**src/rtl/pio_pkg.sv**
```systemverilog
package pio_pkg;
  localparam int PW = 8;
  localparam int AW = 2;
  localparam logic [PW-1:0] CTRL_RESET = 8'h9B;

  localparam logic [AW-1:0] SEL_A    = 2'd0;
  localparam logic [AW-1:0] SEL_B    = 2'd1;
  localparam logic [AW-1:0] SEL_C    = 2'd2;
  localparam logic [AW-1:0] SEL_CTRL = 2'd3;

  // Port C handshake positions (decoded by neighbouring logic and software)
  localparam int PCA_INTR = 3;
  localparam int PCA_STB  = 4;
  localparam int PCA_IBF  = 5;
  localparam int PCA_ACK  = 6;
  localparam int PCA_OBF  = 7;
  localparam int PCB_INTR = 0;
  localparam int PCB_BUF  = 1;
  localparam int PCB_HSI  = 2;

  typedef enum logic [1:0] {
    GM_SIMPLE  = 2'd0,
    GM_STROBED = 2'd1,
    GM_BIDIR   = 2'd2
  } grp_mode_e;

  typedef struct packed {
    grp_mode_e a_mode;
    logic      a_in;
    logic      cu_in;
    logic      b_strobed;
    logic      b_in;
    logic      cl_in;
  } pio_cfg_t;

  function automatic pio_cfg_t decode_ctrl(input logic [PW-1:0] w);
    pio_cfg_t c;
    c.a_mode    = w[6] ? GM_BIDIR : (w[5] ? GM_STROBED : GM_SIMPLE);
    c.a_in      = w[4];
    c.cu_in     = w[3];
    c.b_strobed = w[2];
    c.b_in      = w[1];
    c.cl_in     = w[0];
    return c;
  endfunction

  function automatic logic a_in_side(input pio_cfg_t c);
    return (c.a_mode == GM_BIDIR) || (c.a_mode == GM_STROBED && c.a_in);
  endfunction

  function automatic logic a_out_side(input pio_cfg_t c);
    return (c.a_mode == GM_BIDIR) || (c.a_mode == GM_STROBED && !c.a_in);
  endfunction

  // One-hot {b, a_out, a_in}: which interrupt enable a bit write reaches
  function automatic logic [2:0] inte_target(input pio_cfg_t c, input logic [2:0] idx);
    logic [2:0] t;
    t = 3'b000;
    if (idx == 3'(PCA_STB) && a_in_side(c))  t[0] = 1'b1;
    if (idx == 3'(PCA_ACK) && a_out_side(c)) t[1] = 1'b1;
    if (idx == 3'(PCB_HSI) && c.b_strobed)   t[2] = 1'b1;
    return t;
  endfunction
endpackage

```
**src/rtl/pio_bus_if.sv**
```systemverilog
module pio_bus_if #(
  parameter int AW = 2
) (
  input  logic          clk,
  input  logic          rst_n,
  input  logic          cs_n,
  input  logic          rd_n,
  input  logic          wr_n,
  input  logic [AW-1:0] addr,
  output logic          wr_ev,
  output logic          rd_end_ev,
  output logic [AW-1:0] rd_end_addr,
  output logic          rd_live
);
  logic wr_act, rd_act, wr_q, rd_q;
  logic [AW-1:0] rd_addr_q;

  assign wr_act = !cs_n && !wr_n;
  assign rd_act = !cs_n && !rd_n;

  always_ff @(posedge clk or negedge rst_n) begin
    if (!rst_n) begin
      wr_q      <= 1'b0;
      rd_q      <= 1'b0;
      rd_addr_q <= '0;
    end else begin
      wr_q <= wr_act;
      rd_q <= rd_act;
      if (rd_act) rd_addr_q <= addr;
    end
  end

  assign wr_ev       = wr_act && !wr_q;
  assign rd_end_ev   = rd_q && !rd_act;
  assign rd_end_addr = rd_addr_q;
  assign rd_live     = rd_act;
endmodule

```
**src/rtl/pio_hs_chan.sv**
```systemverilog
module pio_hs_chan #(
  parameter int W = 8
) (
  input  logic         clk,
  input  logic         rst_n,
  input  logic         clr,
  input  logic         follow,
  input  logic         in_en,
  input  logic         out_en,
  input  logic         stb_n,
  input  logic         ack_n,
  input  logic [W-1:0] port_in,
  input  logic         rd_ev,
  input  logic         wr_ev,
  input  logic         inte_in,
  input  logic         inte_out,
  output logic [W-1:0] in_lat,
  output logic         ibf,
  output logic         obf,
  output logic         intr,
  output logic         stb_fall
);
  logic stb_q, ack_q, pend_in, pend_out;
  logic stb_rise, ack_fall, ack_rise;

  assign stb_fall = in_en  && stb_q  && !stb_n;
  assign stb_rise = in_en  && !stb_q && stb_n;
  assign ack_fall = out_en && ack_q  && !ack_n;
  assign ack_rise = out_en && !ack_q && ack_n;

  always_ff @(posedge clk or negedge rst_n) begin
    if (!rst_n) begin
      stb_q    <= 1'b1;
      ack_q    <= 1'b1;
      ibf      <= 1'b0;
      obf      <= 1'b0;
      pend_in  <= 1'b0;
      pend_out <= 1'b0;
      in_lat   <= '0;
    end else begin
      stb_q <= stb_n;
      ack_q <= ack_n;
      if (follow || stb_fall) in_lat <= port_in;
      if (clr) begin
        ibf      <= 1'b0;
        obf      <= 1'b0;
        pend_in  <= 1'b0;
        pend_out <= 1'b0;
      end else begin
        if (stb_fall)   ibf <= 1'b1;
        else if (rd_ev) ibf <= 1'b0;

        if (rd_ev)                             pend_in <= 1'b0;
        else if (stb_rise && ibf && inte_in)   pend_in <= 1'b1;

        if (wr_ev && out_en) obf <= 1'b1;
        else if (ack_fall)   obf <= 1'b0;

        if (wr_ev)                     pend_out <= 1'b0;
        else if (ack_rise && inte_out) pend_out <= 1'b1;
      end
    end
  end

  assign intr = pend_in || pend_out;
endmodule

```
**src/rtl/pio_portc_map.sv**
```systemverilog
module pio_portc_map
  import pio_pkg::*;
(
  input  pio_cfg_t      cfg,
  input  logic [PW-1:0] pc_lat,
  input  logic [PW-1:0] pc_in_q,
  input  logic          ibf_a,
  input  logic          obf_a,
  input  logic          intr_a,
  input  logic          ibf_b,
  input  logic          obf_b,
  input  logic          intr_b,
  output logic [PW-1:0] pc_out,
  output logic [PW-1:0] pc_oe,
  output logic [PW-1:0] pc_rd
);
  localparam int HW = PW / 2;

  always_comb begin
    pc_out = pc_lat;
    pc_oe  = {{HW{!cfg.cu_in}}, {HW{!cfg.cl_in}}};
    if (cfg.a_mode != GM_SIMPLE) begin
      pc_out[PCA_INTR] = intr_a;
      pc_oe[PCA_INTR]  = 1'b1;
      if (a_in_side(cfg)) begin
        pc_oe[PCA_STB]  = 1'b0;
        pc_out[PCA_IBF] = ibf_a;
        pc_oe[PCA_IBF]  = 1'b1;
      end
      if (a_out_side(cfg)) begin
        pc_oe[PCA_ACK]  = 1'b0;
        pc_out[PCA_OBF] = !obf_a;
        pc_oe[PCA_OBF]  = 1'b1;
      end
    end
    if (cfg.b_strobed) begin
      pc_oe[PCB_HSI]   = 1'b0;
      pc_out[PCB_BUF]  = cfg.b_in ? ibf_b : !obf_b;
      pc_oe[PCB_BUF]   = 1'b1;
      pc_out[PCB_INTR] = intr_b;
      pc_oe[PCB_INTR]  = 1'b1;
    end
  end

  assign pc_rd = (pc_oe & pc_out) | (~pc_oe & pc_in_q);
endmodule

```
**src/rtl/pario_ctrl.sv**
```systemverilog
module pario_ctrl
  import pio_pkg::*;
(
  input  logic          clk,
  input  logic          rst_n,
  input  logic          cs_n,
  input  logic          rd_n,
  input  logic          wr_n,
  input  logic [AW-1:0] addr,
  input  logic [PW-1:0] wdata,
  output logic [PW-1:0] rdata,
  input  logic [PW-1:0] pa_in,
  output logic [PW-1:0] pa_out,
  output logic          pa_oe,
  input  logic [PW-1:0] pb_in,
  output logic [PW-1:0] pb_out,
  output logic          pb_oe,
  input  logic [PW-1:0] pc_in,
  output logic [PW-1:0] pc_out,
  output logic [PW-1:0] pc_oe
);
  logic [PW-1:0] ctrl_q, pa_lat, pb_lat, pc_lat, pc_in_q, pc_rd;
  logic [PW-1:0] a_in_lat, b_in_lat;
  logic inte_a_in, inte_a_out, inte_b;
  logic wr_ev, rd_end_ev, rd_live;
  logic [AW-1:0] rd_end_addr;
  pio_cfg_t cfg;

  // named internal events
  logic ctl_wr, mode_set_ev, bsr_ev, rd_ev_a, rd_ev_b, wr_ev_a, wr_ev_b;
  logic a_in_side_w, a_out_side_w, a_bidir;
  logic ibf_a, obf_a, intr_a, stb_fall_a;
  logic ibf_b, obf_b, intr_b, stb_fall_b;
  logic [2:0] bsr_idx, inte_hit;
  logic bsr_val;

  pio_bus_if #(.AW(AW)) bus_i (
    .clk(clk), .rst_n(rst_n), .cs_n(cs_n), .rd_n(rd_n), .wr_n(wr_n), .addr(addr),
    .wr_ev(wr_ev), .rd_end_ev(rd_end_ev), .rd_end_addr(rd_end_addr), .rd_live(rd_live)
  );

  assign cfg          = decode_ctrl(ctrl_q);
  assign a_in_side_w  = a_in_side(cfg);
  assign a_out_side_w = a_out_side(cfg);
  assign a_bidir      = (cfg.a_mode == GM_BIDIR);

  assign ctl_wr      = wr_ev && (addr == SEL_CTRL);
  assign mode_set_ev = ctl_wr && wdata[PW-1];
  assign bsr_ev      = ctl_wr && !wdata[PW-1];
  assign bsr_idx     = wdata[3:1];
  assign bsr_val     = wdata[0];
  assign inte_hit    = inte_target(cfg, bsr_idx);
  assign wr_ev_a     = wr_ev && (addr == SEL_A);
  assign wr_ev_b     = wr_ev && (addr == SEL_B);
  assign rd_ev_a     = rd_end_ev && (rd_end_addr == SEL_A);
  assign rd_ev_b     = rd_end_ev && (rd_end_addr == SEL_B);

  always_ff @(posedge clk or negedge rst_n) begin
    if (!rst_n) begin
      ctrl_q     <= CTRL_RESET;
      pa_lat     <= '0;
      pb_lat     <= '0;
      pc_lat     <= '0;
      pc_in_q    <= '0;
      inte_a_in  <= 1'b0;
      inte_a_out <= 1'b0;
      inte_b     <= 1'b0;
    end else begin
      pc_in_q <= pc_in;
      if (mode_set_ev) begin
        ctrl_q     <= wdata;
        pa_lat     <= '0;
        pb_lat     <= '0;
        pc_lat     <= '0;
        inte_a_in  <= 1'b0;
        inte_a_out <= 1'b0;
        inte_b     <= 1'b0;
      end else begin
        if (wr_ev_a) pa_lat <= wdata;
        if (wr_ev_b) pb_lat <= wdata;
        if (wr_ev && addr == SEL_C) pc_lat <= wdata;
        if (bsr_ev) begin
          pc_lat[bsr_idx] <= bsr_val;
          if (inte_hit[0]) inte_a_in  <= bsr_val;
          if (inte_hit[1]) inte_a_out <= bsr_val;
          if (inte_hit[2]) inte_b     <= bsr_val;
        end
      end
    end
  end

  pio_hs_chan #(.W(PW)) chan_a_i (
    .clk(clk), .rst_n(rst_n), .clr(mode_set_ev),
    .follow(cfg.a_mode == GM_SIMPLE && cfg.a_in),
    .in_en(a_in_side_w), .out_en(a_out_side_w),
    .stb_n(pc_in[PCA_STB]), .ack_n(pc_in[PCA_ACK]), .port_in(pa_in),
    .rd_ev(rd_ev_a), .wr_ev(wr_ev_a), .inte_in(inte_a_in), .inte_out(inte_a_out),
    .in_lat(a_in_lat), .ibf(ibf_a), .obf(obf_a), .intr(intr_a), .stb_fall(stb_fall_a)
  );

  pio_hs_chan #(.W(PW)) chan_b_i (
    .clk(clk), .rst_n(rst_n), .clr(mode_set_ev),
    .follow(!cfg.b_strobed && cfg.b_in),
    .in_en(cfg.b_strobed && cfg.b_in), .out_en(cfg.b_strobed && !cfg.b_in),
    .stb_n(pc_in[PCB_HSI]), .ack_n(pc_in[PCB_HSI]), .port_in(pb_in),
    .rd_ev(rd_ev_b), .wr_ev(wr_ev_b), .inte_in(inte_b), .inte_out(inte_b),
    .in_lat(b_in_lat), .ibf(ibf_b), .obf(obf_b), .intr(intr_b), .stb_fall(stb_fall_b)
  );

  pio_portc_map portc_i (
    .cfg(cfg), .pc_lat(pc_lat), .pc_in_q(pc_in_q),
    .ibf_a(ibf_a), .obf_a(obf_a), .intr_a(intr_a),
    .ibf_b(ibf_b), .obf_b(obf_b), .intr_b(intr_b),
    .pc_out(pc_out), .pc_oe(pc_oe), .pc_rd(pc_rd)
  );

  assign pa_out = pa_lat;
  assign pb_out = pb_lat;
  assign pa_oe  = a_bidir ? !pc_in[PCA_ACK] : !cfg.a_in;
  assign pb_oe  = !cfg.b_in;

  always_comb begin
    rdata = '0;
    if (rd_live) begin
      case (addr)
        SEL_A:   rdata = (cfg.a_in || a_bidir) ? a_in_lat : pa_lat;
        SEL_B:   rdata = cfg.b_in ? b_in_lat : pb_lat;
        SEL_C:   rdata = pc_rd;
        default: rdata = ctrl_q;
      endcase
    end
  end
endmodule

```
**config.mk**
```make
export PLATFORM = sky130hd
export DESIGN_NAME = pario_ctrl
export DESIGN_NICKNAME = d
export VERILOG_FILES = /design/src/rtl/pio_pkg.sv /design/src/rtl/pio_bus_if.sv /design/src/rtl/pio_hs_chan.sv /design/src/rtl/pio_portc_map.sv /design/src/rtl/pario_ctrl.sv
export SDC_FILE = /design/constraint.sdc
export NUM_CORES = 1
export LEC_CHECK = 0
export BUFFER_PORTS_ARGS = -buffer_cell sky130_fd_sc_hd__buf_2
export CORE_UTILIZATION = 59
export DETAILED_ROUTE_END_ITERATION = 10
export PLACE_DENSITY = 0.85
export SYNTH_ARGS = -nofsm -noshare
export SYNTH_HDL_FRONTEND = slang
export SYNTH_SLANG_ARGS = --single-unit
export TNS_END_PERCENT = 1
```
**constraint.sdc**
```tcl
create_clock -name clk -period 5 [get_ports clk]
set_clock_uncertainty 0.2 [all_clocks]
set_input_delay 0.25 -clock clk [delete_from_list [all_inputs] [get_ports clk]]
set_output_delay 0.25 -clock clk [all_outputs]
set_load 0.03 [all_outputs]
```
### Word level (Yosys, flattened, before mapping)

Cells that the tools add are included.

| word-level totals | value |
|---|---|
| logic and storage cells | 197 |
| bits in latches | 0 |
| memory bits (writable) | 0 |
| bits in registers | 74 |
| bits of input ports | 39 |
| memories | 0 |
| memory bits (read-only) | 0 |

| cells by class | value |
|---|---|
| equal/unequal tests | 9 |
| bitwise gates (word level) | 4 |
| multiply operators | 0 |
| add/subtract/negate cells | 0 |
| reduce and logical (&&, ||, !) cells | 93 |
| muxes and demuxes | 65 |
| shift-type cells | 0 |
| divide/modulo/power cells | 0 |
| order comparisons | 2 |

Operators with widths:

| operator | number |
|---|---|
| 2-to-1 mux 8 bit | 11 |
| logical AND 1 bit | 46 |
| 2-to-1 mux 1 bit | 45 |
| case mux 8 bit (3 select lines) | 1 |
| nonzero test 3 bit | 8 |
| zero test 1 bit | 19 |
| AND 8 bit | 2 |
| nonzero test 2 bit | 7 |
| bitwise mux 8 bit | 1 |
| 2-to-1 mux 2 bit | 4 |
| NOT 8 bit | 1 |
| bitwise OR 8 bit | 1 |
| logical OR 1 bit | 7 |
| == test 2 x 1 -> 1 bit, second input constant | 3 |
| == test 2 bit, second input constant | 3 |
| == test 3 bit, second input constant | 2 |
| zero test 2 bit | 3 |
| AND reduction 2 bit | 3 |
| 2-to-1 mux 5 bit | 1 |
| less-than comparator 3 x 4 -> 1 bit, second input constant | 1 |
| demux 1 bit (select 3 bit) | 1 |
| == test 3 x 2 -> 1 bit, second input constant | 1 |
| >= comparator 3 x 1 -> 1 bit, second input constant | 1 |
| 2-to-1 mux 3 bit | 1 |

### Longest topological paths before layout

Gate-level depths: netlist of the first run.

| logic depth | value |
|---|---|
| depth in word-level cells | 12 |
| gate-level depth with buffers | 6 |
| mapped depth without buffers | 4 |

### Modules after synthesis

Synthesis of the first run repeated with hierarchy kept, for this count alone.

| second synthesis, totals | value |
|---|---|
| cell total of the unflattened synthesis | 357 |
| area total of the unflattened synthesis | 4001.3 um^2 |

Modules (own cells, without submodules):

| module | area each (um^2) | instances | cells an instance |
|---|---|---|---|
| pario_ctrl | 2368.5 | 1 | 237 |
| pio_hs_chan | 578.1 | 2 | 37 |
| pio_portc_map | 317.8 | 1 | 36 |
| pio_bus_if | 158.9 | 1 | 10 |

### Worst setup path after synthesis of the first run

No wires, ideal clock.

| path | value |
|---|---|
| path kind | register to output |
| start point | register ctrl_q[4] |
| end point | output port rdata[6] |
| path slack | 2219 ps |
| data required time | 4550 ps |
| stages on the path, launching flop included | 6 |
| arrival | 2331 ps |
| path buffers | 1 |
| cell sequence | dfstp_2 > buf_6 > and2b_2 > nor3_2 > mux2i_1 > a221oi_1 |

| on the way | value |
|---|---|
| longest elaborated chain between the ends | 10 |

Ends and longest elaborated chain:

| item | RTL line | RTL |
|---|---|---|
| start: declaration | pario_ctrl.sv:22 | `logic [PW-1:0] ctrl_q, pa_lat, pb_lat, pc_lat, pc_in_q, pc_rd;` |
| start signal: assignment | pario_ctrl.sv:71 | `ctrl_q <= wdata;` |
| zero test 1 bit * | pio_pkg.sv:52 | `return (c.a_mode == GM_BIDIR) \|\| (c.a_mode == GM_STROBED && !c.a_in);` |
| logical AND 1 bit * | pio_pkg.sv:52 |  |
| logical OR 1 bit * | pio_pkg.sv:52 |  |
| 2-to-1 mux 2 bit * | pio_portc_map.sv:30 | `if (a_out_side(cfg)) begin` |
| 2-to-1 mux 5 bit * | pio_portc_map.sv:22 | `if (cfg.a_mode != GM_SIMPLE) begin` |
| named net pc_oe[6] | pario_ctrl.sv:20 | `output logic [PW-1:0] pc_oe` |
| NOT 8 bit | pio_portc_map.sv:45 | `assign pc_rd = (pc_oe & pc_out) \| (~pc_oe & pc_in_q);` |
| AND 8 bit | pio_portc_map.sv:45 |  |
| bitwise OR 8 bit * | pio_portc_map.sv:45 |  |
| case mux 8 bit (3 select lines) * | pario_ctrl.sv:125 | `case (addr)` |
| 2-to-1 mux 8 bit * | pario_ctrl.sv:124 | `if (rd_live) begin` |
| end: declaration | pario_ctrl.sv:11 | `output logic [PW-1:0] rdata,` |

Mark *: on every way through the listed nets, which the timed path passes. The rest lies on a longest branch.

### Final worst setup path of the first run

| path | value |
|---|---|
| start point | input port wr_n |
| end point | register ctrl_q[6] |

| on the way | value |
|---|---|
| longest elaborated chain between the ends | 5 |

Ends and longest elaborated chain:

| item | RTL line | RTL |
|---|---|---|
| start: declaration | pario_ctrl.sv:8 | `input logic wr_n,` |
| zero test 1 bit | pio_bus_if.sv:18 | `assign wr_act = !cs_n && !wr_n;` |
| logical AND 1 bit | pio_bus_if.sv:18 |  |
| logical AND 1 bit | pio_bus_if.sv:33 | `assign wr_ev = wr_act && !wr_q;` |
| logical AND 1 bit | pario_ctrl.sv:47 | `assign ctl_wr = wr_ev && (addr == SEL_CTRL);` |
| logical AND 1 bit | pario_ctrl.sv:48 | `assign mode_set_ev = ctl_wr && wdata[PW-1];` |

No other way between the ends.
A chain may end at the register's enable or synchronous reset.

==> qor.txt, run 1 <==
# DRC -> 0
Xor and xnor fraction of the mapped netlist area -> 0%
RSZ-0062 raised after global routing -> no
Final non-filler cell area -> 4690 sq um
Slew at the pin with the worst max-slew slack -> 1.24 ns
GPL Wtd Cong -> 0.884
Max Freq -> 0.318 GHz
Post-CTS Resized -> 0
Root Driver -> clkbuf_8
Post-DP HPWL -> 6790 um
Finished Core Util -> 74.2%
Count leader, synth -> nand2_1
Post-Syn Nets -> 430
Die Y -> 82.8 um
#FFs+latches synth -> 74
Top FF cell, synth -> dfrtp_1
Layout cells sized above 1 -> 29.8%
Clock latency on the worst-skew pair -> 0.37 ns
Compound-cell area share of the yosys netlist -> 16.1%
Total CTS buffers -> 9
Final Hold Fails -> 0
DIE AREA -> 6860 sq um
Commonest cells post-synth -> nand2_1 (69), dfrtp_1 (66), a21oi_1 (29)
Worst Path Class, Setup -> input pin to flop
Final min period -> 3.15 ns
Asr flop ratio synth -> 100%
Distinct cell type count after synthesis -> 60
Largest family of logic cells by synthesized area -> simple AND/OR/NAND/NOR gates
Power Density -> 431 nW/um^2
Setup TNS -> 0 ns
Crit end category -> flop
Diodes inserted -> 0
Sequential share of the synthesized area -> 48.3%
Clk sinks -> 74
Cell depth of the worst flop-to-flop path -> 4
Placed cell area -> 4190 sq um
Mux cell area share after synthesis -> 12.2%
Site Rows -> 29
Clock-pin slew on the worst setup and hold paths -> 0.08 ns
Chip Width -> 82.8 um
Routed WL per cell -> 18.5 um
Largest cells by area after synthesis -> dfrtp_1 (43%), nand2_1 (6.7%), mux2_2 (6.1%)
Ports -> 81
Port Buffers -> 80
Synth warn -> 0
Fin crit share -> 62.9%
Mean Syn Cell Area -> 9.86 sq um
CTS Buffer Depth -> 2
Via Count -> 3,463
Post-synth EDFFs -> 0
Pins Over Slew Limit -> 0
CTS tree -> done
Worst Path Max Fanout -> 32
Final wirelength -> 10,500 um
Mapped Cells -> 391
Post-Synth Adder-Cell Area -> 0%
Via density per instance -> 6.14
Leading area contributor after synthesis -> dfrtp_1
Maximum VDD drop -> 0.000268 V
Initial core utilization -> 61.0%
Required time of the critical path -> 5.10 ns
Arrival @ worst endpoint -> 3.24 ns
Relative slew slack -> 17.4%
GRT Overall Usage -> 31.2%
H-tree levels -> 3
Worst setup SP type -> input pin
Simple-Gate Fraction of Synth Area -> 18.2%
Leakage power total -> 2.18 nW
Final Setup Violations -> 0
Number of global-route vias before repair -> 3,330
First-pass DRT Iterations -> 5
Initial DRC count -> 376
Max-cap violation count -> 0
Hold Crit Class -> input pin to flop
Filler cells -> 448
First-pass GRT wire length -> 16,600 um
Gr ovfl total -> 0
Core area -> 6310 sq um
Largest net degree at the start of global routing -> 75
Synth top area share -> 42.9%
Initial antenna violation count -> 0
Outcome -> completed
Area growth syn-to-layout -> 21.6%
Final nets -> 521
Hold Path Cell Cnt -> 3
ANT nets after route -> 0
Post-synthesis instance area -> 3850 sq um
[critical path: stages]
cell and delay, ns:
dlygate4sd3_1 0.54, buf_2 0.15, nor4b_2 0.86, and3_1 1.11
nand2_1 0.16, nand2_1 0.15
[path summary, 6_finish.rpt]
kind                                 startpoint                   end  slack [ns]
setup / recovery                           wr_n             ctrl_q[6]        1.85
hold / removal                         wdata[2]             pb_out[2]        0.01
setup reg to reg                     bus_i.wr_q             ctrl_q[6]        2.05
hold reg to reg            bus_i.rd_end_addr[1]  bus_i.rd_end_addr[1]        0.29
max in group asynchronous                 rst_n            pc_in_q[2]        3.55
min in group asynchronous                 rst_n             pc_lat[2]        0.43
[cell type report]
class | instances | area, sq um | area share (%)
Timing Repair Buffer | 113 | 728 | 15.5
Inverter | 8 | 30.0 | 0.641
Sequential cell | 74 | 1860 | 39.7
Tap cell | 77 | 96.3 | 2.06
Multi-Input combinational cell | 276 | 1790 | 38.3
Clock buffer | 9 | 124 | 2.64
Clock inverter | 7 | 52.6 | 1.12
[what timing repair did]
item	in CTS	in global routing
setup buffers	0	0
hold buffers	32	0
endpoints found under the hold margin	105	0
[per-layer routing]
layer  vias to the layer above  track usage, %  wire (um)
li1                       1555               -          -
met3                        36            8.25        946
met2                       223            47.4       4930
met5                         -               0          0
met1                      1649            41.0       4230
met4                         0            16.8        346
[report_power, final]
| part | internal (mW) | switching [mW] |
|---|---|---|
| sequential | 0.746 | 0.138 |
| combinational | 0.293 | 0.409 |
| clock | 0.182 | 0.250 |
| total | 1.22 | 0.798 |
[flip-flops by register name, summed over array words and instances, names as in the netlist, 2 cells and up]
signal and flops:
bus_i.rd_end_addr 2, pc_lat 8, chan_b_i.in_lat 8, chan_a_i.in_lat 8, pa_out 8, pb_out 8, ctrl_q 8, pc_in_q 8
[kinds of logic after synthesis]
logic type      after synthesis
buf+inv                      41
mux                          43
flops                        74
compound gates               90
simple gates                143
[stage by stage]
| step | power, mW | std cells | worst slack (ns) | hold WS [ns] |
|---|---|---|---|---|
| finish | 2.02 | 564 | 1.85 | 0.0146 |
| global route | 2.11 | 564 | 1.73 | 0.0163 |
| CTS | 2.01 | 564 | 2.02 | 0.00580 |
| detailed placement | 1.56 | 516 | 1.97 | 0.160 |
| global placement | 1.54 | 516 | 2.05 | 0.158 |
| floorplan | 1.38 | 391 | 2.22 | -0.246 |
[cell usage in the layout (no fill, tap or decap), types with 4 or more instances in the layout]
cell and n:
nor3_1 6, nand2b_1 6, clkbuf_8 9, o21ai_0 18
nand3_1 6, dlygate4sd3_1 32, dfrtp_1 66, clkinvlp_4 4
dfstp_2 8, nand4_1 4, mux2i_1 21, o211ai_1 6
a21oi_1 29, mux2_2 21, inv_1 8, nor2b_1 9
buf_2 80, nor2_1 23, nand2_1 69
Note: power is estimated with default switching activity, not from simulation.
==> inputs of run 2 (changes only) <==
--- a/config.mk
+++ b/config.mk
@@ -6,9 +6,9 @@
 export NUM_CORES = 1
 export LEC_CHECK = 0
 export BUFFER_PORTS_ARGS = -buffer_cell sky130_fd_sc_hd__buf_2
-export CORE_UTILIZATION = 59
+export CORE_UTILIZATION = 49
 export DETAILED_ROUTE_END_ITERATION = 10
-export PLACE_DENSITY = 0.85
+export PLACE_DENSITY = 0.76
 export SYNTH_ARGS = -nofsm -noshare
 export SYNTH_HDL_FRONTEND = slang
 export SYNTH_SLANG_ARGS = --single-unit
==> constraint.sdc (replaced) <==
create_clock -name clk -period 2.57 [get_ports clk]
set_clock_uncertainty 0.2 [all_clocks]
set_input_delay 0.1285 -clock clk [delete_from_list [all_inputs] [get_ports clk]]
set_output_delay 0.1285 -clock clk [all_outputs]
set_load 0.03 [all_outputs]
==> run 2 against run 1 <==
- hold slack improved by 0.066 ns
- routed wire length is 3.4% higher
- register-to-register slack got worse by 1.4 ns
- largest cell class unchanged
- sequential cell count did not move
- sequential power increased by 92%
- highest routed layer unchanged
- largest power group unchanged
- design area is 5.6% higher
- clock power up 130%
- via count rose by 1.0%
- first-iteration DRC count decreased by 32%
- worst setup slack worse by 1.7 ns
- critical path depth is the same
==> qor.txt, run 2 (synthesis gave the netlist of run 1 again) <==
Outcome -> completed
Hold Crit Class -> input pin to flop
Maximum VDD drop -> 0.000515 V (+92%)
Setup TNS -> 0 ns (unchanged)
Initial core utilization -> 52.0% (-9.0 points)
RSZ-0062 raised after global routing -> no
Layout cells sized above 1 -> 32.1% (+2.4 points)
CTS Buffer Depth -> 2 (unchanged)
DIE AREA -> 8220 sq um (+20%)
Chip Width -> 90.7 um (+9.5%)
Via density per instance -> 5.77 (-6.0%)
Buf+Inv Stages, Crit Path -> 2 (unchanged)
Finished Core Util -> 66.8% (-7.4 points)
Met3 Resource Use GR -> 5.72% (-2.5 points)
Final nets -> 541 (+3.8%)
Relative slew slack -> 66.7% (+49 points)
CTS tree -> done
Final wirelength -> 10,800 um (+3.4%)
Port Buffers -> 80 (unchanged)
Routing usage on met1 -> 36.7% (-4.3 points)
Crit end category -> primary output
Total CTS buffers -> 9 (unchanged)
Gr ovfl total -> 0 (unchanged)
Pins Over Slew Limit -> 0 (unchanged)
Max Freq -> 0.407 GHz
Largest net degree at the start of global routing -> 75 (unchanged)
Most frequent CP cell -> buf_4
CP top delay family -> multiplexers
# DRC -> 0 (unchanged)
Layout Cells excl Fill -> 606 (+7.4%)
First-pass GRT wire length -> 17,600 um (+6.1%)
Core area -> 7410 sq um (+17%)
Post-DP HPWL -> 7490 um (+10%)
R2r startpoint -> bus_i.wr_q
Worst path depth -> 6 (unchanged)
Critical Path, Cell by Cell -> buf_4, a21oi_4, nor2_1, mux4_2, a311oi_2, buf_4
Cell depth of the worst flop-to-flop path -> 5 (+1)
Filler cells -> 566 (+26%)
Commonest non-fill, non-tap cell in the layout -> buf_2
Worst Path Max Fanout -> 6 (-81%)
Diodes inserted -> 0 (unchanged)
Area growth syn-to-layout -> 28.4%
Met2 global-route usage -> 44.1% (-3.3 points)
Setup slack at placement -> 0.358 ns (-1.61 ns)
Power Density -> 843 nW/um^2 (+96%)
Slowest-stage cell, CP -> mux4_2
Ports -> 81 (unchanged)
Via Count -> 3,499 (+1.0%)
Clock-pin slew on the worst setup and hold paths -> 0.08 ns (about the same)
Busiest grt layer -> met2
Fin crit share -> 95.5%
Final min period -> 2.45 ns
GPL Wtd Cong -> 0.925 (+4.6%)
Setup crit end -> rdata[5]
Required time of the critical path -> 2.24 ns (-2.86 ns)
Slew at the pin with the worst max-slew slack -> 0.495 ns (-0.744 ns)
Critical R2R Capture -> inte_a_out
Clock latency on the worst-skew pair -> 0.35 ns (-0.02 ns)
Placed Instances -> 547 (+6.0%)
Final Setup Violations -> 0 (unchanged)
PnR worst setup slack -> 0.115 ns (-1.74 ns)
Final Hold Fails -> 0 (unchanged)
Number of global-route vias before repair -> 3,439 (+3.3%)
R2R Setup Slk -> 0.62 ns (-1.43 ns)
Initial DRC count -> 256 (-32%)
Root Driver -> clkbuf_8
Most frequent cells in the layout -> buf_2 (79), nand2_1 (69), dfrtp_1 (65)
Arrival @ worst endpoint -> 2.13 ns (-1.11 ns)
Site Rows -> 31 (+6.9%)
Routed WL per cell -> 17.8 um (-3.7%)
Max-cap violation count -> 0 (unchanged)
ANT nets after route -> 0 (unchanged)
Die Y -> 90.7 um (+9.5%)
Worst Path Class, Setup -> flop to primary output
GRT Overall Usage -> 27.5% (-3.6 points)
Crit-path max cell delay -> 0.48 ns (-0.63 ns)
Initial antenna violation count -> 0 (unchanged)
Worst Setup SP -> ctrl_q[4]
Total power -> 4.17 mW (+110%)
Clk sinks -> 74 (unchanged)
Hold Crit Start -> addr[0]
Worst setup SP type -> flop
Leakage power total -> 2.32 nW (+6.5%)
First-pass DRT Iterations -> 5 (unchanged)
H-tree levels -> 3 (unchanged)
run 2: cell types whose count changed in the layout (fill, tap and decap cells not counted), moves of 2 or more:
cell / before / now
buf_12: 0 / 2
bufinv_16: 0 / 2
clkinvlp_4: 4 / 0
buf_4: 1 / 16
dlygate4sd3_1: 32 / 36
clkinv_2: 1 / 3
run 2: worst reg2reg max path, cell delays in order (launching register included):
cell and delay, ns:
dfrtp_1 0.40, nor4b_2 0.21, buf_4 0.22, nand3_2 0.38, o311ai_1 0.27, o41ai_1 0.13
run 2: how the worst min path moves through the flow:
stage / end / cells past startpoint / slack [ns]
after floorplan: bus_i.rd_end_addr[0] / 0 / -0.37
after global placement: inte_b / 2 / -0.005
after detailed placement: pc_lat[3] / 2 / -0.009
after CTS: pc_lat[1] / 3 / 0.07
after global routing: pc_lat[1] / 3 / 0.11
final: pc_lat[1] / 3 / 0.08
run 2: where the power goes:
group	internal (mW)	switching [mW]
sequential	1.45	0.244
clock	0.546	0.448
combinational	0.631	0.850
total	2.63	1.54
run 2: final cells by class:
type	count	area [sq um]	share of cell area (%)
clock inverters	7	92.6	1.87
flip-flops and latches	74	1860	37.6
multi-input cells	276	1800	36.4
repair buffers	133	916	18.5
inverters	8	30.0	0.607
well taps	99	124	2.50
clock buffers	9	124	2.50
run 2: stage by stage:
step / hold slack [ns] / area [sq um]
2_1_floorplan: -0.367 / 3860
3_3_place_gp: -0.00514 / 4300
3_5_place_dp: -0.00894 / 4300
4_1_cts: 0.0687 / 4910
5_1_grt: 0.114 / 4950
6_report: 0.0805 / 4950
run 2: timing repair:
item | in CTS | in global routing
endpoints found under the setup margin | 1 | 3
hold buffers | 36 | 0
resized for setup | 0 | 3
buffers inserted | 4 | 3
hold endpoints to repair | 132 | 0
pin swaps | 0 | 2
run 2: layer usage:
| layer | up-vias | wire, um |
|---|---|---|
| li1 | 1600 | - |
| met1 | 1718 | 4630 |
| met2 | 158 | 5210 |
| met3 | 23 | 747 |
| met4 | 0 | 226 |
| met5 | - | 0 |
==> inputs of run 3 (changes only) <==
--- a/config.mk
+++ b/config.mk
@@ -6,9 +6,10 @@
 export NUM_CORES = 1
 export LEC_CHECK = 0
 export BUFFER_PORTS_ARGS = -buffer_cell sky130_fd_sc_hd__buf_2
-export CORE_UTILIZATION = 49
+export CORE_UTILIZATION = 51
+export CTS_BUF_LIST = sky130_fd_sc_hd__clkbuf_8
 export DETAILED_ROUTE_END_ITERATION = 10
-export PLACE_DENSITY = 0.76
+export PLACE_DENSITY = 0.78
 export SYNTH_ARGS = -nofsm -noshare
 export SYNTH_HDL_FRONTEND = slang
 export SYNTH_SLANG_ARGS = --single-unit
==> run 3 against run 2 <==
- clock power down 14%
- first-iteration DRC count up 9.8%
- routed wire length down 3.2%
- utilization down 0.32 points
- non-clock buffer count down 7
- power down 4.4%
- via count down 1.1%
- hold slack worse by 0.040 ns
==> qor.txt, run 3 (synthesis gave the netlist of run 1 again) <==
Core area -> 7290 sq um (-1.6%)
H-tree levels -> 3 (unchanged)
P_sw -> 1.50 mW (-2.9%)
Worst Path Class, Setup -> flop to primary output
Initial antenna violation count -> 0 (unchanged)
Final Setup Violations -> 0 (unchanged)
Relative slew slack -> 59.7% (-7.0 points)
Power Density -> 823 nW/um^2 (-2.4%)
# DRC -> 0 (unchanged)
Ports -> 81 (unchanged)
GPL Wtd Cong -> 0.863 (-6.8%)
Final min period -> 2.54 ns (+0.0850 ns)
Clk sinks -> 74 (unchanged)
Final nets -> 534 (-1.3%)
DIE AREA -> 7910 sq um (-3.8%)
Internal power -> 2.49 mW (-5.3%)
Commonest non-fill, non-tap cell in the layout -> buf_2
Worst setup SP type -> flop
R2R Setup Slk -> 0.61 ns (about the same)
Root Driver -> clkbuf_8
Diodes inserted -> 0 (unchanged)
Area growth syn-to-layout -> 25.8%
Site Rows -> 31 (unchanged)
Clock latency on the worst-skew pair -> 0.35 ns (about the same)
Hold Crit Start -> addr[1]
Hold Path Sink -> bus_i.rd_end_addr[1]
Fin crit share -> 98.8% (+3.3 points)
Critical R2R Capture -> chan_a_i.in_lat[0]
Chip Width -> 88.9 um (-1.9%)
First-pass DRT Iterations -> 5 (unchanged)
RSZ-0062 raised after global routing -> yes
CTS Buffer Depth -> 2 (unchanged)
R2r startpoint -> ctrl_q[6]
Largest net degree at the start of global routing -> 75 (unchanged)
Max Freq -> 0.394 GHz (-3.3%)
Arrival @ worst endpoint -> 2.21 ns (+0.08 ns)
Filler cells -> 599 (+5.8%)
Cell depth of the worst flop-to-flop path -> 4 (-1)
Die Y -> 88.9 um (-1.9%)
Port Buffers -> 80 (unchanged)
Critical Path, Cell by Cell -> buf_4, a21oi_4, nor2_1, mux4_2, a311oi_2, buf_2
CTS tree -> done
Gr ovfl total -> 0 (unchanged)
Slew at the pin with the worst max-slew slack -> 0.605 ns (+0.110 ns)
Routed WL per cell -> 17.5 um (-1.9%)
Pins Over Slew Limit -> 0 (unchanged)
Crit-path max cell delay -> 0.46 ns (-0.02 ns)
Max-cap violation count -> 0 (unchanged)
Number of global-route vias before repair -> 3,372 (-1.9%)
Slowest-stage cell, CP -> mux4_2
Final Hold Fails -> 0 (unchanged)
Layout cells sized above 1 -> 31.5% (-0.69 points)
Initial core utilization -> 52.8% (+0.83 points)
Total CTS buffers -> 9 (unchanged)
Crit end category -> primary output
Comb power frac -> 35.8% (+0.3 points)
Clock-pin slew on the worst setup and hold paths -> 0.07 ns (about the same)
Via density per instance -> 5.79 (+0.24%)
Via Count -> 3,461 (-1.1%)
Maximum VDD drop -> 0.000462 V (-10%)
ANT nets after route -> 0 (unchanged)
Outcome -> completed
Post-DP HPWL -> 7260 um (-3.1%)
Hold Path Cell Cnt -> 3 (unchanged)
Setup TNS -> 0 ns (unchanged)
Clock share of power -> 21.5% (-2.3 points)
First-pass GRT wire length -> 16,600 um (-5.5%)
Final wirelength -> 10,500 um (-3.2%)
Flop pwr share -> 42.7% (+2.0 points)
Switching part of the total power -> 37.6% (+0.60 points)
Hold Crit Class -> input pin to flop
Most frequent cells in the layout -> buf_2 (80), nand2_1 (69), dfrtp_1 (65)
Initial DRC count -> 281 (+9.8%)
GRT Overall Usage -> 28.5% (+0.98 points)
Required time of the critical path -> 2.24 ns (about the same)
Leakage power total -> 2.27 nW (-2.2%)
Finished Core Util -> 66.5% (-0.32 points)
Worst Path Max Fanout -> 8 (+2)
[run 3: cell types whose count changed in the layout (fill, tap and decap cells not counted)]
| cell | before | now |
|---|---|---|
| bufinv_16 | 2 | 1 |
| nor2_1 | 23 | 22 |
| buf_2 | 79 | 80 |
| nor2_2 | 1 | 2 |
| clkinv_2 | 3 | 4 |
| buf_12 | 2 | 1 |
| inv_6 | 1 | 0 |
| dlygate4sd3_1 | 36 | 35 |
| buf_4 | 16 | 10 |
[run 3: layout make-up]
class | instances | area, sq um | area share (%)
tap | 99 | 124 | 2.55
multi-input combinational | 276 | 1800 | 37.2
timing repair buffer | 126 | 846 | 17.4
clock buffer | 9 | 124 | 2.55
inverter | 8 | 30.0 | 0.619
clock inverter | 6 | 58.8 | 1.21
sequential | 74 | 1860 | 38.4
[run 3: power groups by stage]
stage          registers [mW]  logic [mW]  clock network (mW)
6_report                 1.70        1.43               0.859
5_1_grt                  1.73        1.54               0.923
4_1_cts                  1.70        1.42               0.871
3_5_place_dp             1.72        1.35                   0
3_3_place_gp             1.71        1.32                   0
2_1_floorplan            1.69       0.997                   0
[run 3: per-layer routing]
metal,up-vias,GRT usage (%),share of wire [%]
met2,142,46.2,49
li1,1584,-,-
met4,0,13.2,2.4
met3,28,5.17,4.9
met5,-,0,0
met1,1707,37.5,44
[run 3: worst max-delay path by stage]
stage,from,to,slack [ns]
finish,ctrl_q[4],rdata[5],0.03
global route,ctrl_q[4],rdata[5],-0.03
CTS,ctrl_q[4],rdata[5],0.04
detailed placement,ctrl_q[4],rdata[5],0.35
global placement,ctrl_q[4],rdata[5],0.38
floorplan,ctrl_q[4],rdata[6],0.16
[run 3: through the flow]
step                      total power, mW  hold slack (ns)  cells  cell area [sq um]  worst slack (ns)
after floorplan                      2.68           -0.367    391               3860             0.164
after global placement               3.03          -0.0130    545               4290             0.377
after detailed placement             3.07          -0.0139    545               4290             0.346
after CTS                            3.99           0.0250    598               4850            0.0433
after global routing                 4.19           0.0845    598               4850           -0.0303
final                                3.99           0.0409    598               4850            0.0304
[run 3: what timing repair did]
action | CTS | global route
buffers inserted | 3 | 0
endpoints found under the hold margin | 131 | 0
gates resized for setup | 1 | 1
hold buffers | 35 | 0
setup endpoints to repair | 2 | 2
[run 3: critical path: cells and delay by family (launching register included)]
kind | cells | cell delay (ns)
AOI/OAI and AO/OA | 2 | 0.50
buffers and inverters | 2 | 0.41
DFF | 1 | 0.42
muxes | 1 | 0.46
and+or+nand+nor | 1 | 0.06
